File: config.mk
export PLATFORM = sky130hd
export DESIGN_NAME = pix_dual_port_fmt
export DESIGN_NICKNAME = d
export VERILOG_FILES = /design/src/rtl/fmt_pkg.sv /design/src/rtl/fmt_mode_latch.sv /design/src/rtl/fmt_lane_steer.sv /design/src/rtl/fmt_port_regs.sv /design/src/rtl/pix_dual_port_fmt.sv
export SDC_FILE = /design/constraint.sdc
export NUM_CORES = 1
export LEC_CHECK = 0
export BUFFER_PORTS_ARGS = -buffer_cell sky130_fd_sc_hd__buf_2
export CAP_MARGIN = 20
export CORE_UTILIZATION = 40
export DETAILED_ROUTE_END_ITERATION = 10
export SLEW_MARGIN = 15
export SYNTH_ARGS = -nofsm -noshare
export SYNTH_HDL_FRONTEND = slang
export SYNTH_SLANG_ARGS = --single-unit
File: constraint.sdc
create_clock -name clk -period 2.3 [get_ports clk]
set_input_delay 0.46 -clock clk [delete_from_list [all_inputs] [get_ports clk]]
set_output_delay 0.46 -clock clk [all_outputs]
set_load 0.01 [all_outputs]
File: src/rtl/fmt_pkg.sv
package fmt_pkg;
  typedef struct packed {
    logic dual;
    logic par;
    logic a_first;
  } fmt_mode_t;

  localparam fmt_mode_t FMT_MODE_RESET = '{dual: 1'b0, par: 1'b0, a_first: 1'b0};
endpackage

File: src/rtl/fmt_mode_latch.sv
module fmt_mode_latch
  import fmt_pkg::*;
(
  input  logic      clk,
  input  logic      rst_n,
  input  logic      beat,
  input  logic      sol,
  input  fmt_mode_t cfg,
  output fmt_mode_t mode_eff
);
  fmt_mode_t held_q;
  logic      take;

  assign take     = beat && sol;
  assign mode_eff = take ? cfg : held_q;

  always_ff @(posedge clk or negedge rst_n) begin
    if (!rst_n)    held_q <= FMT_MODE_RESET;
    else if (take) held_q <= cfg;
  end

  // configuration moves only on a start-of-line beat
  assert_mode_frozen_R6: assert property (@(posedge clk) disable iff (!rst_n)
    !take |=> (held_q == $past(held_q)));
endmodule

File: src/rtl/fmt_lane_steer.sv
module fmt_lane_steer
  import fmt_pkg::*;
(
  input  logic      clk,
  input  logic      rst_n,
  input  logic      beat,
  input  logic      sol,
  input  fmt_mode_t mode,
  output logic      cur_odd,
  output logic      to_a
);
  logic next_odd_q;

  assign cur_odd = sol ? 1'b0 : next_odd_q;
  // even-indexed bytes go to the first port, odd ones to the other
  assign to_a    = !mode.dual || ((!cur_odd) == mode.a_first);

  always_ff @(posedge clk or negedge rst_n) begin
    if (!rst_n)    next_odd_q <= 1'b0;
    else if (beat) next_odd_q <= !cur_odd;
  end

  // a start-of-line byte is always index 0
  assert_sol_even_R4: assert property (@(posedge clk) disable iff (!rst_n)
    (beat && sol) |=> !$past(cur_odd));
endmodule

File: src/rtl/fmt_port_regs.sv
module fmt_port_regs
  import fmt_pkg::*;
#(
  parameter int DATA_W = 8
) (
  input  logic              clk,
  input  logic              rst_n,
  input  logic              beat,
  input  logic [DATA_W-1:0] data,
  input  fmt_mode_t         mode,
  input  logic              cur_odd,
  input  logic              to_a,
  output logic [DATA_W-1:0] a_data,
  output logic              a_valid,
  output logic [DATA_W-1:0] b_data,
  output logic              b_valid,
  output logic              dclk
);
  logic [DATA_W-1:0] hold_q;
  logic              hold_v_q;

  always_ff @(posedge clk or negedge rst_n) begin
    if (!rst_n) begin
      a_data   <= '0;
      b_data   <= '0;
      a_valid  <= 1'b0;
      b_valid  <= 1'b0;
      dclk     <= 1'b0;
      hold_q   <= '0;
      hold_v_q <= 1'b0;
    end else begin
      a_valid <= 1'b0;
      b_valid <= 1'b0;
      if (beat) begin
        if (!mode.dual) begin
          a_data   <= data;
          a_valid  <= 1'b1;
          b_data   <= '0;
          dclk     <= 1'b0;
          hold_v_q <= 1'b0;
        end else if (!mode.par) begin
          dclk     <= !cur_odd;
          hold_v_q <= 1'b0;
          if (to_a) begin
            a_data  <= data;
            a_valid <= 1'b1;
          end else begin
            b_data  <= data;
            b_valid <= 1'b1;
          end
        end else begin
          dclk <= !cur_odd;
          if (!cur_odd) begin
            hold_q   <= data;
            hold_v_q <= 1'b1;
          end else begin
            a_data   <= mode.a_first ? hold_q : data;
            b_data   <= mode.a_first ? data : hold_q;
            a_valid  <= 1'b1;
            b_valid  <= 1'b1;
            hold_v_q <= 1'b0;
          end
        end
      end
    end
  end

  assert_single_b_quiet_R2: assert property (@(posedge clk) disable iff (!rst_n)
    (beat && !mode.dual) |=> (b_data == '0 && !b_valid && a_valid));
  assert_stagger_one_strobe_R3: assert property (@(posedge clk) disable iff (!rst_n)
    (beat && mode.dual && !mode.par) |=> ($countones({a_valid, b_valid}) == 1));
  assert_pair_both_strobes_R5: assert property (@(posedge clk) disable iff (!rst_n)
    (beat && mode.dual && mode.par && cur_odd) |=> (a_valid && b_valid));
  assert_pair_even_silent_R5: assert property (@(posedge clk) disable iff (!rst_n)
    (beat && mode.dual && mode.par && !cur_odd) |=> (!a_valid && !b_valid));
  assert_pair_has_partner_R5: assert property (@(posedge clk) disable iff (!rst_n)
    (beat && mode.dual && mode.par && cur_odd) |-> hold_v_q);
  assert_idle_no_strobe_R8: assert property (@(posedge clk) disable iff (!rst_n)
    !beat |=> (!a_valid && !b_valid && $stable(a_data) && $stable(b_data)));
endmodule

File: src/rtl/pix_dual_port_fmt.sv
module pix_dual_port_fmt
  import fmt_pkg::*;
#(
  parameter int DATA_W = 8
) (
  input  logic              clk,
  input  logic              rst_n,
  input  logic              cfg_dual,
  input  logic              cfg_parallel,
  input  logic              cfg_a_first,
  input  logic              in_valid,
  output logic              in_ready,
  input  logic [DATA_W-1:0] in_data,
  input  logic              in_sol,
  output logic [DATA_W-1:0] a_data,
  output logic              a_valid,
  output logic [DATA_W-1:0] b_data,
  output logic              b_valid,
  output logic              dclk_out
);
  fmt_mode_t cfg_w;
  fmt_mode_t mode_w;
  logic      beat;
  logic      cur_odd;
  logic      to_a;

  assign in_ready = 1'b1;
  assign beat     = in_valid && in_ready;
  assign cfg_w    = '{dual: cfg_dual, par: cfg_parallel, a_first: cfg_a_first};

  fmt_mode_latch u_mode (
    .clk(clk), .rst_n(rst_n), .beat(beat), .sol(in_sol),
    .cfg(cfg_w), .mode_eff(mode_w)
  );

  fmt_lane_steer u_steer (
    .clk(clk), .rst_n(rst_n), .beat(beat), .sol(in_sol),
    .mode(mode_w), .cur_odd(cur_odd), .to_a(to_a)
  );

  fmt_port_regs #(.DATA_W(DATA_W)) u_ports (
    .clk(clk), .rst_n(rst_n), .beat(beat), .data(in_data),
    .mode(mode_w), .cur_odd(cur_odd), .to_a(to_a),
    .a_data(a_data), .a_valid(a_valid), .b_data(b_data),
    .b_valid(b_valid), .dclk(dclk_out)
  );
endmodule

==> results of run 1 <==
[routing by layer]
metal  track usage  up-vias  wire length (um)
li1              -      624                 -
met1        0.2593      631              1595
met2        0.3368       52              1875
met3       0.06607       10               283
met4        0.1167        0               122
met5             0        -                 0
[sequential cells by signal, indices dropped and copies added (netlist names)]
signal	flops
u_ports.a_data	8
u_ports.b_data	8
u_ports.hold_q	8
u_mode.held_q	3
u_ports.a_valid	1
u_ports.b_valid	1
u_ports.dclk	1
u_steer.next_odd_q	1
[area by class of cell]
type / count / area, um2
fillers: 363 / 1782
flip-flops and latches: 31 / 775.7
multi-input cells: 94 / 700.7
repair buffers: 41 / 225.2
clock buffers: 8 / 100.1
well taps: 48 / 60.06
inverters: 12 / 45.04
[placed cells by master (no fill, tap or decap), types with 2 or more instances in the layout]
cell type	Yosys	final
nand3_1	9	9
a2111oi_0	8	8
o21ai_1	2	2
nand4_1	2	2
nand2_1	4	4
buf_2	1	33
inv_1	11	11
a31oi_1	8	8
mux2i_1	8	8
and3_1	2	2
mux2_2	9	9
o22ai_1	8	8
nand3_2	2	2
a211o_1	3	3
dfrtp_1	31	31
o21ai_0	9	9
clkbuf_8	0	7
buf_4	2	8
nand2b_1	3	3
[stage by stage]
| step | setup WS, ns | hold slack [ns] | area [um2] |
|---|---|---|---|
| floorplan | 0.6508 | 0.1644 | 1556 |
| global placement | 0.4319 | 0.5187 | 1807 |
| detailed placement | 0.3972 | 0.5192 | 1807 |
| CTS | 0.5987 | 0.2386 | 1907 |
| global route | 0.4715 | 0.2668 | 1907 |
| finish | 0.6101 | 0.2050 | 1907 |
[critical path: stages, from the launching register on]
cell and delay (ns):
dfrtp_1 0.45, a21bo_2 0.28, a221oi_4 0.23, buf_4 0.25
mux2i_1 0.25, o22ai_1 0.11
[final timing paths]
path                                                 end  cells after the start  slack, ns                        from
max in group asynchronous  u_ports.hold_q[6]$_DFFE_PN0P_                      1       1.66                       rst_n
hold / removal             u_ports.b_data[4]$_DFFE_PN0P_                      1       0.21                       rst_n
min in group clk           u_ports.hold_q[1]$_DFFE_PN0P_                      2       0.44                  in_data[1]
setup / recovery           u_ports.b_data[2]$_DFFE_PN0P_                      5       0.61  u_mode.held_q[1]$_DFF_PN0_
setup reg to reg           u_ports.b_data[2]$_DFFE_PN0P_                      5       0.61  u_mode.held_q[1]$_DFF_PN0_
hold reg to reg                 u_ports.dclk$_DFFE_PN0P_                      1       0.53    u_ports.dclk$_DFFE_PN0P_
[report_power, final]
part           switching (mW)  leakage (nW)  internal [mW]
clock                   0.197        0.0515          0.273
combinational           0.214         0.427          0.182
sequential             0.0821         0.381          0.657
total                   0.493         0.860           1.11
[logic make-up after synthesis]
| logic type | synth area share |
|---|---|
| mux | 0.1166 |
| compound gates | 0.2275 |
| simple gates | 0.1037 |
| flops | 0.4984 |
| other cells | 0.002409 |
| buf+inv | 0.05144 |
==> results.md, run 1 <==
- Outcome: finished, final reports clean
- CP Capture Type: register
- Post-CTS Hold Buffers: 0
- Hold crit path type: in2async
- Worst Tran Pin Value: 0.6650 ns
- CTS Buf Count: 5
- Util after Layout: 0.5170
- Seq/Total Area, Yosys: 0.4984
- Syn Std Cell Area: 1556 um2
- Share of layout cells above drive strength 1: 0.3441
- Startpoint types: register
- Setup TNS: 0 ns
- Num ports: 35
- Core area: 3689 um2
- Tot Pwr: 1.605 mW
- Placer Congestion: 0.8541
- Diode count: 0
- Register clock-pin slew on the reported worst setup and hold paths: 0.06 ns
- First-pass GRT wire length: 6492 um
- Top_reg_cell synth: dfrtp_1
- Drt first-iter violations: 41
- Max-slew headroom: 0.5567
- Iteration count of the initial detailed-routing pass: 4
- VDD IR max: 0.5591 mV
- Area contributors post-synth: dfrtp_1 50%, mux2_2 6.5%, mux2i_1 5.1%
- Dpl cells: 226
- Detailed Place HPWL: 2661 um
- Hold Vio Cnt, Final: 0
- Die Span Y: 64.38 um
- CP required: 2.46 ns
- Vias: 1,317
- Clk sink count: 31
- Clock Skews: 0.001276 ns
- Gr ovfl total: 0
- Clock Tree Buf Depth: 2
- Final net count: 200
- GRT Total Usage: 0.2140
- Final period utilization: 0.7347
- Root Buffer: clkbuf_8
- Final WL: 3876 um
- Final slew viol count: 0
- H-tree depth: 2
- Netlist cell types: 38
- Crit Path Max Fanout: 8
- FF+latch count, synth: 31
- Area share of the largest cell type after synthesis: 0.4984
- Post-synth EDFFs: 0
- Post-synth top area cell: dfrtp_1
- Average cell area after synthesis: 10.96 um2
- Max cap viols: 0
- Ys async rst share: 1.000
- Insertion delay to the later sink of the worst-skew pair: 0.28 ns
- Fmax: 0.5918 GHz
- Largest net degree at the start of global routing: 32
- Static leakage: 0.8601 nW
- Die area: 4145 um2
- Min Tclk post-route: 1.690 ns
- Vias in the first global route: 1,314
- Starting Density: 0.4220
- Row Count: 22
- Port-buffer cells: 33
- CTS resizes: 0
- Ys Warns: 0
- Die W: 64.38 um
- Setup Buffers After CTS: 0
- CP arrival: 1.85 ns
- Most frequent cell after synthesis: dfrtp_1
- Residual DRC count: 0
- Top post-synthesis cells by count: 31 x dfrtp_1, 11 x inv_1, 9 x mux2_2, 9 x nand3_1, 9 x o21ai_0
- Synth-to-Final Area Change: 22.51%
- Power density cells: 841.5 nW/um2
- Drt wl/cell: 16.56 um
- CTS tree: built
- Initial antenna violation count: 0
- Final non-filler cell total: 234
- Synthesized instance count: 142
- Final setup violating endpoints: 0
- ANT nets after route: 0
- Crit Path Category: reg2reg
- DR vias/cell: 5.628
- Post-Syn Nets: 157
- RSZ-0062 raised after global routing: no
Power figures use the tool's default switching activity.
==> run 2, diff against run 1 <==
==> constraint.sdc (replaced) <==
create_clock -name clk -period 1.7 [get_ports clk]
set_input_delay 0.34 -clock clk [delete_from_list [all_inputs] [get_ports clk]]
set_output_delay 0.34 -clock clk [all_outputs]
set_load 0.01 [all_outputs]
==> run 2 against run 1 <==
First-iteration DRC count is 73% higher; combinational power is 48% higher; count of clock-buffer cells in the layout shrank 1; critical path depth stayed put; via count increased by 4.6%; non-clock buffer count grew 9; sequential share of layout area decreased by 1.3 points; power rose by 33%; highest routed layer unchanged.
==> results.md, run 2 (synthesis gave the netlist of run 1 again) <==
- Max cap viols: 0
- Worst R2R Setup Slack: 0.13 ns
- Core area: 3689 um2
- Fmax: 0.6374 GHz
- Setup TNS: 0 ns
- Residual DRC count: 0
- Initial antenna violation count: 0
- Reg2Reg Launch Point: u_mode.held_q[1]$_DFF_PN0_
- Dpl cells: 234
- Crit Path Max Fanout: 5
- CP Capture Type: register
- Die W: 64.38 um
- Power density cells: 1080 nW/um2
- Register clock-pin slew on the reported worst setup and hold paths: 0.06 ns
- Post-CTS Hold Buffers: 0
- CTS Buf Count: 5
- Final period utilization: 0.9229
- Diode count: 0
- Iteration count of the initial detailed-routing pass: 4
- Reg2Reg Depth: 5
- Clock Tree Buf Depth: 2
- Outcome: finished, final reports clean
- ANT nets after route: 0
- Die area: 4145 um2
- RSZ-0062 raised after global routing: no
- Hold Vio Cnt, Final: 0
- Final net count: 209
- Levels on crit path: 5
- Detailed Place HPWL: 2767 um
- CP required: 1.87 ns
- Worst path bufs/invs: 1
- Row Count: 22
- CTS tree: built
- Final slew viol count: 0
- CP arrival: 1.73 ns
- Num ports: 35
- VDD IR max: 0.6194 mV
- DR vias/cell: 5.671
- Clock Skews: 0.003191 ns
- Final setup violating endpoints: 0
- Starting Density: 0.4220
- Final WL: 3828 um
- Crit path max-delay cell type: dfrtp_2
- Min Tclk post-route: 1.569 ns
- Root Buffer: clkbuf_8
- Largest net degree at the start of global routing: 32
- Util after Layout: 0.5349
- Most common cell after layout, fill and taps aside: buf_2
- Placer Congestion: 0.7935
- Gr ovfl total: 0
- Startpoint types: register
- Insertion delay to the later sink of the worst-skew pair: 0.29 ns
- GRT Total Usage: 0.2165
- Vias in the first global route: 1,345
- Worst Hold Margin: 0.08877 ns
- Clk sink count: 31
- Final non-filler cell total: 243
- Worst reg2reg path endpoint: u_ports.b_data[2]$_DFFE_PN0P_
- Worst Tran Pin Value: 0.6833 ns
- Port-buffer cells: 33
- Top delay family on crit path: compound AO/OA/AOI/OAI gates
- Hold crit path type: in2async
- Vias: 1,378
- H-tree depth: 2
- Synth-to-Final Area Change: 26.77%
- Die Span Y: 64.38 um
- CP peak stage delay: 0.36 ns
- Share of layout cells above drive strength 1: 0.3744
- Biggest regs: u_ports.a_data x8, u_ports.b_data x8, u_ports.hold_q x8
- Drt wl/cell: 15.75 um
- CP Cell Sequence: a21bo_2, a221oi_4, buf_6, mux2i_1, o22ai_1
- First-pass GRT wire length: 6658 um
- Most frequent cells in the layout: 33 x buf_2, 30 x dfrtp_1, 15 x buf_4
- Crit Path Category: reg2reg
- Max-slew headroom: 0.5445
- Static leakage: 0.8995 nW
- Drt first-iter violations: 71
## run 2: changes by cell type in the layout (fill, tap and decap cells not counted), sizes merged
cell | previous run | this run
buf | 41 | 50
clkbuf | 8 | 7
clkinv | 1 | 2
## run 2: per-layer routing
| layer | track usage | up-vias | part of all wire |
|---|---|---|---|
| met3 | 0.05000 | 11 | 0.051 |
| li1 | - | 642 | - |
| met5 | 0 | - | 0 |
| met2 | 0.3368 | 44 | 0.47 |
| met1 | 0.2785 | 681 | 0.44 |
| met4 | 0.1139 | 0 | 0.031 |
## run 2: timing repair
| item | in CTS | in global routing |
|---|---|---|
| gates resized for setup | 1 | 1 |
| pin swaps | 0 | 0 |
| setup buffers | 0 | 1 |
| endpoints found under the setup margin | 3 | 6 |
## run 2: worst max-delay path by stage
stage | slack (ns) | startpoint | to
6_report | 0.13 | u_mode.held_q[1]$_DFF_PN0_ | u_ports.b_data[2]$_DFFE_PN0P_
5_1_grt | 0.003 | u_mode.held_q[0]$_DFF_PN0_ | u_ports.a_data[6]$_DFFE_PN0P_
2_1_floorplan | 0.15 | u_mode.held_q[1]$_DFF_PN0_ | u_ports.b_data[0]$_DFFE_PN0P_
4_1_cts | 0.02 | u_mode.held_q[1]$_DFF_PN0_ | u_ports.b_data[2]$_DFFE_PN0P_
3_3_place_gp | -0.04 | in_sol | u_ports.b_data[0]$_DFFE_PN0P_
3_5_place_dp | -0.08 | in_sol | u_ports.b_data[2]$_DFFE_PN0P_
## run 2: through the flow
stage | area (um2) | setup WS (ns) | power [mW]
2_1_floorplan | 1556 | 0.1501 | 1.318
3_3_place_gp | 1879 | -0.04018 | 1.574
3_5_place_dp | 1879 | -0.07711 | 1.588
4_1_cts | 1962 | 0.02079 | 2.151
5_1_grt | 1973 | 0.003155 | 2.257
6_report | 1973 | 0.1311 | 2.131
## run 2: power breakdown
| part | internal (mW) | leakage (nW) | total [mW] | switching, mW |
|---|---|---|---|---|
| Sequential | 0.890 | 0.380 | 0.996 | 0.106 |
| Clock | 0.286 | 0.0422 | 0.551 | 0.264 |
| Combinational | 0.286 | 0.477 | 0.584 | 0.298 |
| Total | 1.46 | 0.900 | 2.13 | 0.668 |
## run 2: layout make-up
class	count	area (um2)
Multi-Input combinational cell	94	700.7
Sequential cell	31	777.0
Clock inverter	1	5.005
Timing Repair Buffer	50	309.0
Fill cell	354	1715
Clock buffer	7	76.32
Inverter	12	45.04
Tap cell	48	60.06
## run 2: worst register-to-register path: stages, from the launching register on
cell and delay [ns]:
dfrtp_2 0.36, a21bo_2 0.25, a221oi_4 0.31, buf_6 0.18, mux2i_1 0.23, o22ai_1 0.11
==> run 3, diff against run 2 <==
==> constraint.sdc (replaced) <==
create_clock -name clk -period 1.5 [get_ports clk]
set_input_delay 0.3 -clock clk [delete_from_list [all_inputs] [get_ports clk]]
set_output_delay 0.3 -clock clk [all_outputs]
set_load 0.01 [all_outputs]
==> run 3 against run 2 <==
The run now ends with negative setup slack left; sequential share of layout area decreased by 5.6 points; sequential power grew 16%; first-iteration DRC count shrank 24%; cell count up 5.3%; global-route usage shrank 0.36 points; routed wire length grew 11%; combinational power grew 44%; register-to-register slack got worse by 0.17 ns; critical path depth stayed put; largest cell class is now multi-input gates.
==> results.md, run 3 (synthesis gave the netlist of run 1 again) <==
- Failing checks: negative setup slack
- Largest net degree at the start of global routing: 32
- Worst R2R Setup Slack: -0.03 ns
- Insertion delay to the later sink of the worst-skew pair: 0.28 ns
- Hold Vio Cnt, Final: 0
- Crit Path Max Fanout: 8
- Reg2Reg Launch Point: u_mode.held_q[1]$_DFF_PN0_
- Final slew viol count: 0
- Final net count: 223
- Port-buffer cells: 33
- CP required: 1.66 ns
- Biggest regs: u_ports.a_data x8, u_ports.b_data x8, u_ports.hold_q x8
- CTS Buf Count: 5
- Root Buffer: clkbuf_8
- Most frequent cells in the layout: 33 x buf_2, 30 x dfrtp_1, 27 x buf_4
- Drt wl/cell: 16.59 um
- Min-delay src: in_data[0]
- VDD IR max: 0.7511 mV
- CP Capture Type: register
- Core area: 3689 um2
- PnR worst setup slack: -0.03473 ns
- Crit Path Category: reg2reg
- Iteration count of the initial detailed-routing pass: 4
- H-tree depth: 2
- Num ports: 35
- Drt first-iter violations: 54
- Reg2Reg Depth: 5
- Static leakage: 1.006 nW
- Tot Pwr: 2.657 mW
- Fmax: 0.6516 GHz
- Share of layout cells above drive strength 1: 0.4904
- Placer Congestion: 0.8761
- GR Util met1: 0.2635
- DR vias/cell: 5.629
- Row Count: 22
- CP arrival: 1.69 ns
- ANT nets after route: 0
- Vias in the first global route: 1,421
- RSZ-0062 raised after global routing: yes
- Clock Tree Buf Depth: 2
- Gr ovfl total: 0
- Diode count: 0
- First-pass GRT wire length: 6561 um
- CTS tree: built
- Startpoint types: register
- Starting Density: 0.4220
- Hold Path Depth: 2
- Worst reg2reg path endpoint: u_ports.b_data[0]$_DFFE_PN0P_
- Max cap viols: 0
- Final period utilization: 1.023
- Vias: 1,441
- Power density cells: 1156 nW/um2
- Dpl cells: 242
- Synth-to-Final Area Change: 47.59%
- GRT Max-Usage Layer: met2
- GRT Total Usage: 0.2130
- Final setup violating endpoints: 4
- Residual DRC count: 0
- Clk sink count: 31
- Met3 Usage GRT: 0.05000
- Register clock-pin slew on the reported worst setup and hold paths: 0.06 ns
- Outcome: finished with violations
- Final WL: 4248 um
- Hold crit path type: in2reg
- Initial antenna violation count: 0
- Min Tclk post-route: 1.535 ns
- Die W: 64.38 um
- Final non-filler cell total: 256
- Die Span Y: 64.38 um
- Met2 Resource Use GR: 0.3566
- Detailed Place HPWL: 2906 um
- Most common cell after layout, fill and taps aside: buf_2
- WHS Endpoint: u_ports.hold_q[0]$_DFFE_PN0P_
- Clock Skews: 0.003944 ns
- Die area: 4145 um2
[run 3: report_power, final]
| group | leakage [nW] | internal [mW] | switching (mW) |
|---|---|---|---|
| combinational | 0.579 | 0.430 | 0.410 |
| clock | 0.0470 | 0.359 | 0.297 |
| sequential | 0.380 | 1.01 | 0.152 |
| total | 1.01 | 1.80 | 0.859 |
[run 3: cell type report]
| cell class | instances | area (um2) |
|---|---|---|
| repair buffers | 64 | 429.2 |
| fillers | 307 | 1391 |
| inverters | 12 | 45.04 |
| multi-input cells | 94 | 898.4 |
| well taps | 48 | 60.06 |
| flip-flops and latches | 31 | 777.0 |
| clock buffers | 6 | 82.58 |
| clock inverters | 1 | 5.005 |
[run 3: what timing repair did]
item                                   4_1_cts  5_1_grt
setup buffers                                1        5
gates resized for setup                     12       25
hold buffers                                 1        0
gates cloned                                 0        0
setup endpoints to repair                   17       25
endpoints found under the hold margin       31        0
pin swaps                                    3       10
[run 3: worst max-delay path by stage]
stage / startpoint / slack (ns) / end / cells after the start
2_1_floorplan: u_mode.held_q[1]$_DFF_PN0_ / -0.03 / u_ports.b_data[0]$_DFFE_PN0P_ / 4
3_3_place_gp: in_valid / -0.15 / u_ports.a_data[6]$_DFFE_PN0P_ / 5
3_5_place_dp: in_valid / -0.23 / u_ports.a_data[4]$_DFFE_PN0P_ / 5
4_1_cts: u_mode.held_q[1]$_DFF_PN0_ / -0.04 / u_ports.a_data[6]$_DFFE_PN0P_ / 5
5_1_grt: u_mode.held_q[1]$_DFF_PN0_ / -0.12 / u_ports.b_data[0]$_DFFE_PN0P_ / 5
6_report: u_mode.held_q[1]$_DFF_PN0_ / -0.03 / u_ports.b_data[0]$_DFFE_PN0P_ / 5
[run 3: through the flow]
| step | setup TNS, ns | setup slack, ns | hold WS (ns) | utilization | instance area, um2 |
|---|---|---|---|---|---|
| 2_1_floorplan | -0.2661 | -0.03326 | 0.004409 | - | 1568 |
| 4_1_cts | -0.1970 | -0.04060 | 0.2812 | 0.5695 | 2101 |
| 3_3_place_gp | -2.699 | -0.1494 | 0.2618 | 0.5322 | 1963 |
| 6_report | -0.06100 | -0.03473 | 0.2822 | 0.6228 | 2297 |
| 5_1_grt | -0.6855 | -0.1224 | 0.2796 | 0.6228 | 2297 |
| 3_5_place_dp | -3.847 | -0.2323 | 0.2727 | 0.5322 | 1963 |
[run 3: critical path: stages, from the launching register on]
cell      delay, ns
dfrtp_1        0.40
a21bo_4        0.25
a221oi_4       0.26
buf_12         0.17
mux2i_1        0.21
o22ai_1        0.11
[run 3: per-layer routing]
layer  up-vias  part of all wire  wire (um)
met2        42              0.52       2205
met5         -                 0          0
met3         6             0.033        139
met4         0             0.013         57
met1       718              0.43       1846
li1        675                 -          -
